### src/rtl/dmahs_pkg.sv
package dmahs_pkg;
    typedef enum logic [1:0] {
        ST_IDLE = 2'd0,
        ST_REQ  = 2'd1,
        ST_GAP  = 2'd2
    } dh_state_e;
endpackage

### src/rtl/dmahs_pol.sv
// Level adapter: flips each bit whose invert flag is set.
module dmahs_pol #(
    parameter int W = 1
) (
    input  logic [W-1:0] raw,
    input  logic [W-1:0] inv,
    output logic [W-1:0] pin
);
    assign pin = raw ^ inv;
endmodule

### src/rtl/dmahs_bytecnt.sv
// Byte countdown step: removes one bus word, clamping a short tail to zero.
module dmahs_bytecnt #(
    parameter int CNT_W = 16
) (
    input  logic [CNT_W-1:0] left,
    input  logic             wide,
    output logic [CNT_W-1:0] left_after,
    output logic             last
);
    logic [CNT_W-1:0] step;

    always_comb begin
        step       = wide ? CNT_W'(4) : CNT_W'(2);
        last       = (left <= step);
        left_after = last ? '0 : (left - step);
    end
endmodule

### src/rtl/dmahs_route.sv
// One-hot endpoint selector for the DMA data path.
module dmahs_route #(
    parameter int NUM_EP = 8,
    parameter int EP_W   = 3
) (
    input  logic              en,
    input  logic [EP_W-1:0]   sel,
    output logic [NUM_EP-1:0] hot
);
    for (genvar i = 0; i < NUM_EP; i++) begin : g_ep
        assign hot[i] = en && (sel == EP_W'(i));
    end
endmodule

### src/rtl/dmahs_engine.sv
module dmahs_engine
    import dmahs_pkg::*;
#(
    parameter int CNT_W   = 16,
    parameter int BURST_W = 8,
    parameter int NUM_EP  = 8,
    parameter int DATA_W  = 32,
    localparam int EP_W   = (NUM_EP > 1) ? $clog2(NUM_EP) : 1
) (
    input  logic                clk,
    input  logic                rst_n,
    input  logic                cfg_cnt_off,
    input  logic [CNT_W-1:0]    cfg_byte_cnt,
    input  logic [BURST_W-1:0]  cfg_burst,
    input  logic                cfg_wide,
    input  logic                cfg_req_lo,
    input  logic                cfg_ack_lo,
    input  logic [EP_W-1:0]     cfg_ep,
    input  logic                ien_glb,
    input  logic                ien_dma,
    input  logic                cmd_rd_go,
    input  logic                cmd_wr_go,
    input  logic                cmd_abort,
    output logic                dreq,
    input  logic                dack,
    input  logic                cs_act,
    input  logic [DATA_W-1:0]   dma_wdata,
    output logic [DATA_W-1:0]   dma_rdata,
    input  logic [DATA_W-1:0]   buf_rdata,
    output logic [DATA_W-1:0]   buf_wdata,
    output logic                buf_pop,
    output logic                buf_push,
    output logic [NUM_EP-1:0]   ep_route,
    output logic                busy,
    output logic                xfer_ok,
    output logic                xfer_err,
    output logic                irq
);
    typedef struct packed {
        dh_state_e          st;
        logic [CNT_W-1:0]   left;
        logic [BURST_W-1:0] bcnt;
        logic [BURST_W-1:0] blen;
        logic               wide;
        logic               rd;
        logic [EP_W-1:0]    ep;
        logic               ok;
        logic               err;
    } regs_t;

    regs_t q, d;

    logic             ack_on;
    logic             req_on;
    logic             beat;
    logic             collide;
    logic [CNT_W-1:0] left_after;
    logic             last_beat;

    // Pin level adaptation
    dmahs_pol #(.W(1)) u_ack_pol (
        .raw (dack),
        .inv (cfg_ack_lo),
        .pin (ack_on)
    );

    assign req_on = (q.st == ST_REQ);

    dmahs_pol #(.W(1)) u_req_pol (
        .raw (req_on),
        .inv (cfg_req_lo),
        .pin (dreq)
    );

    dmahs_bytecnt #(.CNT_W(CNT_W)) u_cnt (
        .left       (q.left),
        .wide       (q.wide),
        .left_after (left_after),
        .last       (last_beat)
    );

    assign collide = req_on && ack_on && cs_act;
    assign beat    = req_on && ack_on && !cs_act && !cmd_abort;

    always_comb begin
        d = q;
        if (collide) begin
            d.err = 1'b1;
        end
        unique case (q.st)
            ST_IDLE: begin
                if ((cmd_rd_go || cmd_wr_go) && !cfg_cnt_off && (cfg_byte_cnt != '0)) begin
                    d.st   = ST_REQ;
                    d.left = cfg_byte_cnt;
                    d.bcnt = '0;
                    d.blen = (cfg_burst == '0) ? BURST_W'(1) : cfg_burst;
                    d.wide = cfg_wide;
                    d.rd   = cmd_rd_go;
                    d.ep   = cfg_ep;
                    d.ok   = 1'b0;
                    d.err  = 1'b0;
                end
            end
            ST_REQ: begin
                if (beat) begin
                    d.left = left_after;
                    if (last_beat) begin
                        d.st   = ST_IDLE;
                        d.ok   = 1'b1;
                        d.bcnt = '0;
                    end else if (q.bcnt + BURST_W'(1) == q.blen) begin
                        d.st   = ST_GAP;
                        d.bcnt = '0;
                    end else begin
                        d.bcnt = q.bcnt + BURST_W'(1);
                    end
                end
            end
            ST_GAP:  d.st = ST_REQ;
            default: d.st = ST_IDLE;
        endcase
        if (cmd_abort) begin
            d.st   = ST_IDLE;
            d.ok   = 1'b0;
            d.bcnt = '0;
        end
    end

    always_ff @(posedge clk or negedge rst_n) begin
        if (!rst_n) begin
            q <= '{st: ST_IDLE, default: '0};
        end else begin
            q <= d;
        end
    end

    assign busy = (q.st != ST_IDLE);

    dmahs_route #(.NUM_EP(NUM_EP), .EP_W(EP_W)) u_route (
        .en  (busy),
        .sel (q.ep),
        .hot (ep_route)
    );

    assign xfer_ok   = q.ok;
    assign xfer_err  = q.err;
    assign irq       = q.ok && ien_glb && ien_dma;
    assign buf_pop   = beat && q.rd;
    assign buf_push  = beat && !q.rd;
    assign buf_wdata = q.rd ? '0 : dma_wdata;
    assign dma_rdata = (busy && q.rd) ? buf_rdata : '0;
endmodule

### config.mk
export PLATFORM = sky130hd
export DESIGN_NAME = dmahs_engine
export DESIGN_NICKNAME = d
export VERILOG_FILES = /design/src/rtl/dmahs_pkg.sv /design/src/rtl/dmahs_pol.sv /design/src/rtl/dmahs_bytecnt.sv /design/src/rtl/dmahs_route.sv /design/src/rtl/dmahs_engine.sv
export SDC_FILE = /design/constraint.sdc
export NUM_CORES = 1
export LEC_CHECK = 0
export BUFFER_PORTS_ARGS = -buffer_cell sky130_fd_sc_hd__buf_4
export CAP_MARGIN = 30
export CORE_AREA = 2 2 94 114
export CTS_BUF_LIST = sky130_fd_sc_hd__clkbuf_4 sky130_fd_sc_hd__clkbuf_8 sky130_fd_sc_hd__clkbuf_16
export CTS_CLUSTER_DIAMETER = 150
export DETAILED_ROUTE_END_ITERATION = 12
export DIE_AREA = 0 0 96 116
export SYNTH_ARGS = -nofsm -noshare
export SYNTH_HDL_FRONTEND = slang
export SYNTH_SLANG_ARGS = --single-unit
### constraint.sdc
create_clock -name clk -period 2.55 [get_ports clk]
set_input_delay 0.3825 -clock clk [delete_from_list [all_inputs] [get_ports clk]]
set_output_delay 0.3825 -clock clk [all_outputs]
set_load 0.01 [all_outputs]
# After elaboration in Yosys (flattened, before gate mapping)
# Index checks and enable logic that the tools add are counted.
[totals]
regBits = 41
output_inout_bits = 79
[classes]
reduce_logical = 36
n_lt_le_gt_ge = 1
n_addsub = 2
eq_ne = 16
n_bitwise = 2
mux = 21
[ops]
columns = ["op", "n"]
rows = [
  ["two-way mux 32 bit", 2],
  ["case mux 24 bit (2 select lines)", 1],
  ["two-way mux 41 bit", 1],
  ["two-way mux 8 bit", 4],
  ["two-way mux 26 bit", 1],
  ["logical AND 1 bit", 19],
  ["less-or-equal comparator 16 bit", 1],
  ["two-way mux 16 bit", 1],
  ["nonzero test 16 bit", 1],
  ["subtractor 16 bit", 1],
  ["equality test 3 bit (second input constant)", 4],
  ["AND reduction 3 bit", 3],
  ["adder 8 x 1 -> 8 bit (second input constant)", 1],
  ["equality test 8 bit", 1],
  ["zero test 8 bit", 1],
  ["equality test 3 x 2 -> 1 bit (second input constant)", 2],
  ["two-way mux 2 bit", 3],
  ["!= test 3 x 2 -> 1 bit (second input constant)", 2],
  ["case mux 2 bit (3 select lines)", 1],
  ["two-way mux 1 bit", 5],
  ["zero test 1 bit", 4],
  ["!= test 4 x 2 -> 1 bit (second input constant)", 1],
  ["AND reduction 4 bit", 1],
  ["nonzero test 2 bit", 2],
  ["14 further kinds", 15],
]

# Longest topological paths before layout
# Gate-level depths: netlist of the first run.
[depth]
word_depth = 7
depth_mapped = 10
mapped_depth_nobuf = 9

# Hierarchy
# A second synthesis of the first run with hierarchy kept.
[hier_totals]
hier_cells = 425
area_unflattened_um2 = 3338.2
[by_module_without_submodules]
columns = ["module", "n_inst", "area_per_inst_um2", "cells_each"]
rows = [
  ["dmahs_engine", 1, 2773.9, 350],
  ["dmahs_bytecnt", 1, 450.4, 65],
  ["dmahs_route", 1, 96.3, 8],
  ["dmahs_pol", 2, 8.8, 1],
]

# Worst setup path before layout of the first run
# Ideal clock, no wire load.
[synth_timing]
path_type = "register to register"
start = "register q[15] in the netlist's numbering"
end = "register q[20] in the netlist's numbering"
stages_incl_launch_ff = 8
arrival_ns = 1.918
slack_ns = 0.503
path_buffers = 0
setup_time_ns = 0.128
cell_sequence = "dfrtp_1 ha_1 nand3_2 or3_1 a211oi_1 nand4_2 a31oi_1 o22ai_1"
[synth_via]
elab_chain_cells = 7
[synth_rtl]
columns = ["element", "line", "rtl"]
rows = [
  ["start, declared", "dmahs_engine.sv:51", "regs_t q, d;"],
  ["start signal, assigned", "dmahs_engine.sv:131", "q <= '{st: ST_IDLE, default: '0};"],
  ["start signal, assigned", "dmahs_engine.sv:133", "q <= d;"],
  ["adder 8 x 1 -> 8 bit *", "dmahs_engine.sv:111, dmahs_engine.sv:115", ""],
  ["equality test 8 bit", "dmahs_engine.sv:111", "end else if (q.bcnt + BURST_W'(1) == q.blen) begin"],
  ["two-way mux 8 bit *", "dmahs_engine.sv:111", ""],
  ["two-way mux 8 bit *", "dmahs_engine.sv:107", "if (last_beat) begin"],
  ["two-way mux 26 bit *", "dmahs_engine.sv:105", "if (beat) begin"],
  ["case mux 24 bit (2 select lines) *", "dmahs_engine.sv:90", "unique case (q.st)"],
  ["two-way mux 8 bit *", "dmahs_engine.sv:122", "if (cmd_abort) begin"],
]
# Mark *: on every way between the ends. The rest lies on a longest branch, timed or not. The select of a mux whose other input is x is not followed.
# A chain may end at the register's enable or synchronous reset.

# Final worst setup path of the first run
[layout_timing]
start = "register q[15] in the netlist's numbering"
end = "register q[21] in the netlist's numbering"
# Same word-level chain as after synthesis.

==> metrics, run 1 <==
worst slew pin tran=0.5877 ns; Cell variety after synth=49; Reg area=1026 µm²; Final period util=~92%; area of the multi-input gates=about 1800 µm²; Max clock buf depth=2; fillcell total=1,017; Ports=roughly 180; crit-path most repeated cell=nand3_2; Setup violations, final=0; clk_skew=0.006912 ns; synthesized cell area=a little under 3000 µm²; commonest non-fill, non-tap cell in the layout=buf_4; Final Max Slew Viols=0; H-tree Lvls=2; clk_lat worst skew=between 0.2 and 0.3 ns; worst r2r src=q[15]$_DFFE_PN0P_; Final min period=between 2 and 2.5 ns; Critical Path RT=2.70 ns; Detailed Route Iter0 Violations=146; placed cell area=4461 µm²; Via density=4.957; worst setup path startpoint=q[15]$_DFFE_PN0P_; ys async rst share=between 90% and 100%; VDD IR-drop max=between 0.4 and 0.5 mV; initial antenna violation count=0; vias=3,252; CP max-delay cell=dfrtp_1; most area-hungry cell type in the Yosys netlist=dfrtp_1; setup TNS=0 ns; Die Ht=116 µm; Die ar.=11,140 µm²; Pwr per Cell Area=667.8 nW/µm²; kind of critical path=reg2reg; post-detailed-routing wire length=11.26 mm; port bufs=between 150 and 200; vias in the first global route=3,130; R2R depth=7; Placer Congestion=around 0.85; Die Span X=96 µm; highest-count cells in the layout ignoring fill and taps=buf_4 (191), dfrtp_1 (41), nor2b_1 (40); met2 Use GR=31.30%; sequential area share after synthesis=around a third; post-CTS setup buffers=0; status=finished, final reports clean; CTS buffer count=5; GRT overflow=0; ant diodes=0; CTS tree=yes; Core ar.=9960 µm²; HP Class=in2async; Area growth, synth to finish=56.06%; fraction of layout cells with a size suffix above 1=between 40% and 50%; Hold Fails Final Rpt=0; startpoint types=flop; syn nets=around 460; Leak Pwr=between 2 and 2.5 nW; root buffer cell=clkbuf_16; Inst Count DP=648; Resized cells post-CTS=0; number of flops mapped to enable cells by yosys=0; post-route DRC violation count=0; Final HPWL DP=9.155 mm; f_max=426.3 MHz; Initial Util=between 20% and 30%; top cells by area, synth=dfrtp_1 (35%), nor2b_1 (8.4%), and2_1 (8.0%), mux2_2 (4.6%), o21ai_1 (4.1%); met3 Usage GRT=4.226%; cts-stage hold buffer count=0; Largest stage delay, worst path=0.43 ns; GRT Total Usage=20.08%; max-cap violations=0; crit end category=flop; first-pass GRT wire length=17.11 mm; Total Nets Final=around 640; CP arrival=2.50 ns; syn_area_per_cell=8.510 µm²; RSZ-0062 raised after global routing=true; routed len/inst=17.16 µm; final core utilization=46.41%; pin count of the biggest net entering global routing=42; Clock Sinks=41; Max-slew headroom=60.68%; GR peak layer=met2; synth warn=0; synthesis-stage register bit count=41; cell breakdown of the critical path=ha_1 -> nand3_2 -> or3_1 -> a211oi_1 -> nand4_2 -> nand3_2 -> o211ai_1; fin cells=656; top cell type's share of synthesized area=34.64%; # rows=40; met1 GRT Util=29.52%; Reg clk slew, reported paths=0.06 ns; Post-DRT Antenna Nets=0; Finished Cell Area=4622 µm²; Worst Path Max Fanout=10; 1st-pass router iterations=4; cell count after synthesis=348; Post-synth top flop=dfrtp_1
[logic make-up after synthesis]
family	after synthesis	synth area share (%)
muxes	12	4.563
DFF	41	34.64
and+or+nand+nor	172	33.71
adders and majority gates	4	1.944
xor gates and xnor gates	9	2.662
AOI/OAI and AO/OA	86	18.34
buffers and inverters	24	4.140
[power by group]
part | internal [W] | total [W] | leakage [nW] | switching (W)
Clock | 0.000414 | 0.000667 | 0.0799 | 0.000253
Combinational | 0.000686 | 0.00146 | 1.56 | 0.000778
Sequential | 0.000807 | 0.000956 | 0.525 | 0.000149
Total | 0.00191 | 0.00309 | 2.17 | 0.00118
[synthesized netlist by cell type, types with 2 or more instances]
| cell | n |
|---|---|
| nor2_1 | 18 |
| buf_4 | 2 |
| a211oi_1 | 3 |
| a22oi_1 | 11 |
| nor3_1 | 12 |
| and3_1 | 4 |
| nor4_1 | 8 |
| xor2_1 | 2 |
| nand2b_1 | 3 |
| nand3_1 | 2 |
| o31ai_1 | 2 |
| ha_1 | 3 |
| o21ai_1 | 24 |
| buf_2 | 5 |
| inv_1 | 6 |
| and2_1 | 38 |
| a21oi_1 | 22 |
| nand3b_1 | 2 |
| nand2_1 | 23 |
| xnor2_1 | 7 |
| or3_1 | 6 |
| o311ai_1 | 4 |
| o21ai_0 | 10 |
| or4_4 | 2 |
| mux2_2 | 12 |
| nand4_1 | 7 |
| nor2b_1 | 40 |
| clkbuf_1 | 8 |
| nand3_2 | 2 |
| dfrtp_1 | 41 |
[stage by stage]
step	hold slack (ns)	total power, W	worst slack (ns)
floorplan	0.08691	0.001819	0.5034
global placement	0.4019	0.002401	0.3131
detailed placement	0.4077	0.002421	0.2059
CTS	0.1044	0.003104	0.1793
global route	0.1218	0.003328	-0.01182
finish	0.07988	0.003087	0.2041
[worst max-delay path, delay by kind of cell, from the launching register on]
family,cells,cell delay [ns]
compound gates,2,0.41
fa+ha+maj,1,0.29
flops,1,0.43
simple gates,4,1.08
[final timing paths]
check                               endpoint  slack [ns]
max                        q[21]$_DFFE_PN0P_        0.20
min                         q[6]$_DFFE_PN0P_        0.08
max reg2reg                q[21]$_DFFE_PN0P_        0.20
min reg2reg                q[28]$_DFFE_PN0P_        0.52
max in group asynchronous  q[16]$_DFFE_PN0P_        2.10
min in group clk            q[4]$_DFFE_PN0P_        0.34
[layer usage]
layer  part of all wire (%)  wire (µm)
met5                      0          0
met4                   0.45         51
met3                    6.1        691
met2                     47       5241
met1                     47       5276
[final cells by class]
class | instances | area share [%]
multi-input cells | 283 | 39.39
repair buffers | 191 | 31.02
flip-flops and latches | 41 | 22.20
well taps | 126 | 3.411
clock buffers | 7 | 3.303
inverters | 7 | 0.5685
clock inverters | 1 | 0.1083
[registers in the layout, summed over array words and instances (netlist names)]
| name | flops |
|---|---|
| q | 39 |
| xfer_ok | 1 |
| xfer_err | 1 |
(Power assumes the default switching activity.)
==> run 2: changes to the inputs <==
CELL_PAD_IN_SITES_DETAIL_PLACEMENT = 1   (was default)
CELL_PAD_IN_SITES_GLOBAL_PLACEMENT = 1   (was default)
PLACE_DENSITY_LB_ADDON = 0.1   (was default)
==> metrics, run 2 (synthesized netlist as in run 1, its figures left out) <==
cell breakdown of the critical path=ha_1 -> nand3_2 -> or3_1 -> a211oi_1 -> nand4_2 -> nand3_2 -> o211ai_1; Final HPWL DP=9.056 mm (-1.1%); GRT overflow=0 (unchanged); Hold Fails Final Rpt=0 (unchanged); status=finished, final reports clean; Critical Path RT=2.71 ns (about the same); Leak Pwr=2.186 nW (+0.82%); Die Ht=116 µm (unchanged); first-pass GRT wire length=17.30 mm (+1.1%); port bufs=182 (unchanged); f_max=447.4 MHz (+4.9%); Via density=5.006 (+0.98%); CP Buf/Inv Count=0 (unchanged); clk_skew=0.006168 ns (-0.0007440 ns); Clock Sinks=41 (unchanged); met3 Usage GRT=3.316% (-0.91 points); cts-stage hold buffer count=0 (unchanged); max reg flops=39 (unchanged); setup TNS=0 ns (unchanged); CP arrival=2.39 ns (-0.11 ns); pin count of the biggest net entering global routing=42 (unchanged); Initial Util=29.74% (unchanged); fin cells=660 (+0.61%); H-tree Lvls=2 (unchanged); worst slew pin tran=0.6841 ns (+0.09637 ns); Inst Count DP=653 (+0.77%); ant diodes=0 (unchanged); Max clock buf depth=2 (unchanged); met1 GRT Util=22.61% (-6.9 points); placed cell area=4498 µm² (+0.84%); VDD IR-drop max=0.4285 mV (-8.8%); Final Max Slew Viols=0 (unchanged); Worst Path Max Fanout=10 (unchanged); vias in the first global route=3,299 (+5.4%); GR peak layer=met2; root buffer cell=clkbuf_16; kind of critical path=reg2reg; Detailed Route Iter0 Violations=85 (-42%); Final min period=2.235 ns (-0.1106 ns); initial antenna violation count=0 (unchanged); Setup violations, final=0 (unchanged); clk_lat worst skew=0.28 ns (about the same); Ports=183 (unchanged); Die ar.=11,140 µm² (unchanged); # rows=40 (unchanged); Largest Register=q; Largest stage delay, worst path=0.38 ns (-0.05 ns); crit end category=flop; Reg clk slew, reported paths=0.06 ns (about the same); max-cap violations=0 (unchanged); Die Span X=96 µm (unchanged); Post-DRT Antenna Nets=0 (unchanged); 1st-pass router iterations=4 (unchanged); GRT Total Usage=19.87% (-0.20 points); Max-slew headroom=54.24% (-6.4 points); Finished Cell Area=4644 µm² (+0.49%); Resized cells post-CTS=0 (unchanged); RSZ-0062 raised after global routing=false; fraction of layout cells with a size suffix above 1=42.51% (+0.25 points); CP delay by family, top=simple AND/OR/NAND/NOR gates; CP max-delay cell=dfrtp_1; post-detailed-routing wire length=11.26 mm (about the same); Final period util=87.66% (-4.3 points); CTS tree=yes; Area growth, synth to finish=56.82%; Placer Congestion=0.7557 (-11%); post-CTS setup buffers=0 (unchanged); commonest non-fill, non-tap cell in the layout=buf_4; met2 Use GR=37.92% (+6.6 points); CTS buffer count=5 (unchanged); crit-path most repeated cell=nand3_2; post-route DRC violation count=0 (unchanged); HP Class=in2async; Pwr per Cell Area=666.3 nW/µm² (-0.23%); highest-count cells in the layout ignoring fill and taps=buf_4 (196), dfrtp_1 (41), nor2b_1 (40); vias=3,304 (+1.6%); startpoint types=flop; Core ar.=9960 µm² (unchanged); Total Nets Final=642 (+0.78%); routed len/inst=17.06 µm (-0.62%)
## run 2: routing by layer
layer	vias up	part of all wire, %
li1	1608	-
met4	0	1.2
met1	1617	37
met5	-	0
met2	68	58
met3	11	3.6
## run 2: report_power, final
| part | switching [W] | internal (W) |
|---|---|---|
| registers | 0.000148 | 0.000808 |
| clock network | 0.000250 | 0.000395 |
| logic | 0.000798 | 0.000696 |
| total | 0.00120 | 0.00190 |
## run 2: stage by stage
step / power (W) / setup slack, ns / hold WS [ns] / utilization [%]
6_report: 0.003095 / 0.3148 / 0.09213 / 46.63
5_1_grt: 0.003334 / 0.09394 / 0.1395 / 46.63
4_1_cts: 0.003128 / 0.3230 / 0.1190 / 46.63
3_5_place_dp: 0.002469 / 0.2420 / 0.4177 / 45.16
3_3_place_gp: 0.002415 / 0.2986 / 0.4185 / 45.16
2_1_floorplan: 0.001819 / 0.5034 / 0.08691 / -
## run 2: worst paths after layout
path	startpoint	endpoint	slack, ns	cells past startpoint
worst max-delay path	q[16]$_DFFE_PN0P_	q[21]$_DFFE_PN0P_	0.31	7
worst min-delay path	rst_n	q[21]$_DFFE_PN0P_	0.09	1
worst max register to register	q[16]$_DFFE_PN0P_	q[21]$_DFFE_PN0P_	0.31	7
worst min register to register	q[37]$_DFFE_PN0P_	q[37]$_DFFE_PN0P_	0.50	2
max in group asynchronous	rst_n	q[3]$_DFFE_PN0P_	2.07	1
min in group clk	cmd_abort	xfer_ok$_DFFE_PN0P_	0.32	2
## run 2: layout make-up
type | instances | area, µm²
Multi-Input combinational cell | 283 | 1817
Clock buffer | 7 | 146.4
Inverter | 7 | 26.28
Fill cell | 1206 | 5315
Tap cell | 126 | 157.7
Timing Repair Buffer | 196 | 1471
Sequential cell | 41 | 1026
==> run 3: changes to the inputs <==
ABC_AREA = 1   (was default)
CORE_AREA = 2 2 101 122   (was 2 2 94 114)
DIE_AREA = 0 0 103 124   (was 0 0 96 116)
==> metrics, run 3 <==
status=finished, final reports clean; crit end category=primary output; post-CTS setup buffers=0 (unchanged); Die Span X=103 µm (+7.3%); Max-slew headroom=61.97% (+7.7 points); highest-count cells in the layout ignoring fill and taps=buf_4 (186), nand2_1 (133), nor2_1 (117); port bufs=182 (unchanged); Ports=183 (unchanged); Leak Pwr=2.836 nW (+30%); clk_lat worst skew=0.29 ns (about the same); Via density=4.454 (-11%); Area growth, synth to finish=51.15%; H-tree Lvls=2 (unchanged); Critical Path RT=2.17 ns (-0.54 ns); VDD IR-drop max=0.2889 mV (-33%); vias=3,884 (+18%); top-count cell post-synth=nand2_1; Total Nets Final=822 (+28%); Reg clk slew, reported paths=0.06 ns (about the same); root buffer cell=clkbuf_16; R2R depth=10 (+3); first-pass GRT wire length=19.58 mm (+13%); ys async rst share=100.0% (unchanged); CTS buffer count=5 (unchanged); Core ar.=11,510 µm² (+16%); Hold Fails Final Rpt=0 (unchanged); ant diodes=0 (unchanged); GRT Total Usage=19.44% (-0.44 points); Clock Sinks=41 (unchanged); post-detailed-routing wire length=12.78 mm (+14%); initial antenna violation count=0 (unchanged); Resized cells post-CTS=0 (unchanged); setup slack, reg-to-reg=0.51 ns (+0.20 ns); max reg flops=39 (unchanged); top cells by area, synth=dfrtp_1 (31%), nand2_1 (15%), nor2_1 (13%), inv_1 (12%), nand3_1 (3.4%); kind of critical path=reg2out; pin count of the biggest net entering global routing=42 (unchanged); sequential area share after synthesis=31.32% (-3.3 points); number of flops mapped to enable cells by yosys=0 (unchanged); # rows=43 (+7.5%); most area-hungry cell type in the Yosys netlist=dfrtp_1; Post-DRT Antenna Nets=0 (unchanged); synth cell count leaders=nand2_1 (133), nor2_1 (117), inv_1 (106); vias in the first global route=4,022 (+22%); cell count after synthesis=534 (+53%); f_max=490.7 MHz (+9.7%); Placer Congestion=0.8813 (+17%); Pwr per Cell Area=730.1 nW/µm² (+9.6%); Final period util=79.91% (-7.7 points); clk_skew=0.006095 ns (-0.00007320 ns); commonest non-fill, non-tap cell in the layout=buf_4; Cell variety after synth=36 (-27%); worst setup path startpoint=q[39]$_DFFE_PN0P_; CTS tree=yes; Die Ht=124 µm (+6.9%); synthesis-stage register bit count=41 (unchanged); cts-stage hold buffer count=0 (unchanged); Setup violations, final=0 (unchanged); synthesized cell area=3276 µm² (+11%); top cell type's share of synthesized area=31.32% (-3.3 points); Min Hold Slack=0.08242 ns (-0.009709 ns); worst r2r src=q[6]$_DFFE_PN0P_; Initial Util=28.45% (-1.3 points); setup TNS=0 ns (unchanged); 1st-pass router iterations=4 (unchanged); Detailed Route Iter0 Violations=96 (+13%); Worst Path Max Fanout=32 (+22); Power, Total=0.003615 W (+17%); Final min period=2.038 ns (-0.1975 ns); Post-synth top flop=dfrtp_1; Final HPWL DP=10.56 mm (+17%); startpoint types=flop; syn nets=642 (+41%); Setup crit end=dma_rdata[29]; Max clock buf depth=2 (unchanged); post-route DRC violation count=0 (unchanged); Final Max Slew Viols=0 (unchanged); worst slew pin tran=0.5705 ns (-0.1136 ns); CP arrival=1.66 ns (-0.73 ns); synth warn=0 (unchanged); HP Class=in2async; RSZ-0062 raised after global routing=false; Die ar.=12,770 µm² (+15%); syn_area_per_cell=6.134 µm² (-28%); fraction of layout cells with a size suffix above 1=30.49% (-12 points); RR Endpoint=q[30]$_DFFE_PN0P_; max-cap violations=0 (unchanged); GRT overflow=0 (unchanged); Largest Register=q; routed len/inst=14.65 µm (-14%)
[run 3: changes by cell type after synthesis, sizes merged, moves of 7 or more]
cell   change
nand2    +118
nor2     +104
inv      +102
nor2b     -40
and2      -38
nand3     +21
a21oi     -13
mux2      -12
nor3      -12
a22oi      -8
nor4       -7
xor2       +7
[run 3: worst min path at each step]
stage               startpoint                end  slack, ns  cells past startpoint
floorplan                rst_n  q[10]$_DFFE_PN0P_       0.09                      0
global placement         rst_n  q[13]$_DFFE_PN0P_       0.42                      1
global route             rst_n  q[13]$_DFFE_PN0P_       0.14                      1
CTS                      rst_n  q[10]$_DFFE_PN0P_       0.11                      1
finish                   rst_n  q[13]$_DFFE_PN0P_       0.08                      1
detailed placement       rst_n  q[10]$_DFFE_PN0P_       0.42                      1
[run 3: metal layers]
metal,track usage (%),up-vias,part of all wire (%)
li1,-,1958,-
met1,22.36,1824,39
met2,37.30,88,56
met3,2.525,14,4.1
met4,4.852,0,1.5
met5,0,-,0
[run 3: layout make-up]
type	instances	area (µm²)
Clock inverter	1	5.005
Sequential cell	41	1026
Inverter	110	420.4
Timing Repair Buffer	186	1396
Tap cell	157	196.4
Fill cell	1587	6563
Multi-Input combinational cell	370	1754
Clock buffer	7	152.6
[run 3: cells by family after synthesis]
group           Yosys count  synth area share (%)
flops                    41                 31.32
simple gates            302                 39.61
fa+ha+maj                 4                 1.757
buf+inv                 123                 15.13
xor+xnor                 12                 3.209
compound gates           52                 8.976
[run 3: metrics by stage]
stage               instances  worst slack, ns  utilization, %  cell area (µm²)
finish                    872           0.5123           43.00             4951
CTS                       872           0.4823           43.00             4951
detailed placement        864           0.5097           41.63             4793
floorplan                 534           0.8297               -             3276
global route              872           0.2214           43.00             4951
global placement          864           0.5355           41.63             4793
[run 3: critical path, stage by stage (launching register included)]
cell     delay, ns
dfrtp_1       0.42
nor2_1        0.19
inv_1         0.12
nand2_1       0.07
buf_4         0.30
nor2_1        0.11
buf_4         0.16
[run 3: power by group]
part / internal [W] / switching [W] / total (W)
Clock: 0.000415 / 0.000267 / 0.000682
Sequential: 0.000846 / 0.000179 / 0.00103
Combinational: 0.000765 / 0.00114 / 0.00191
Total: 0.00203 / 0.00159 / 0.00361
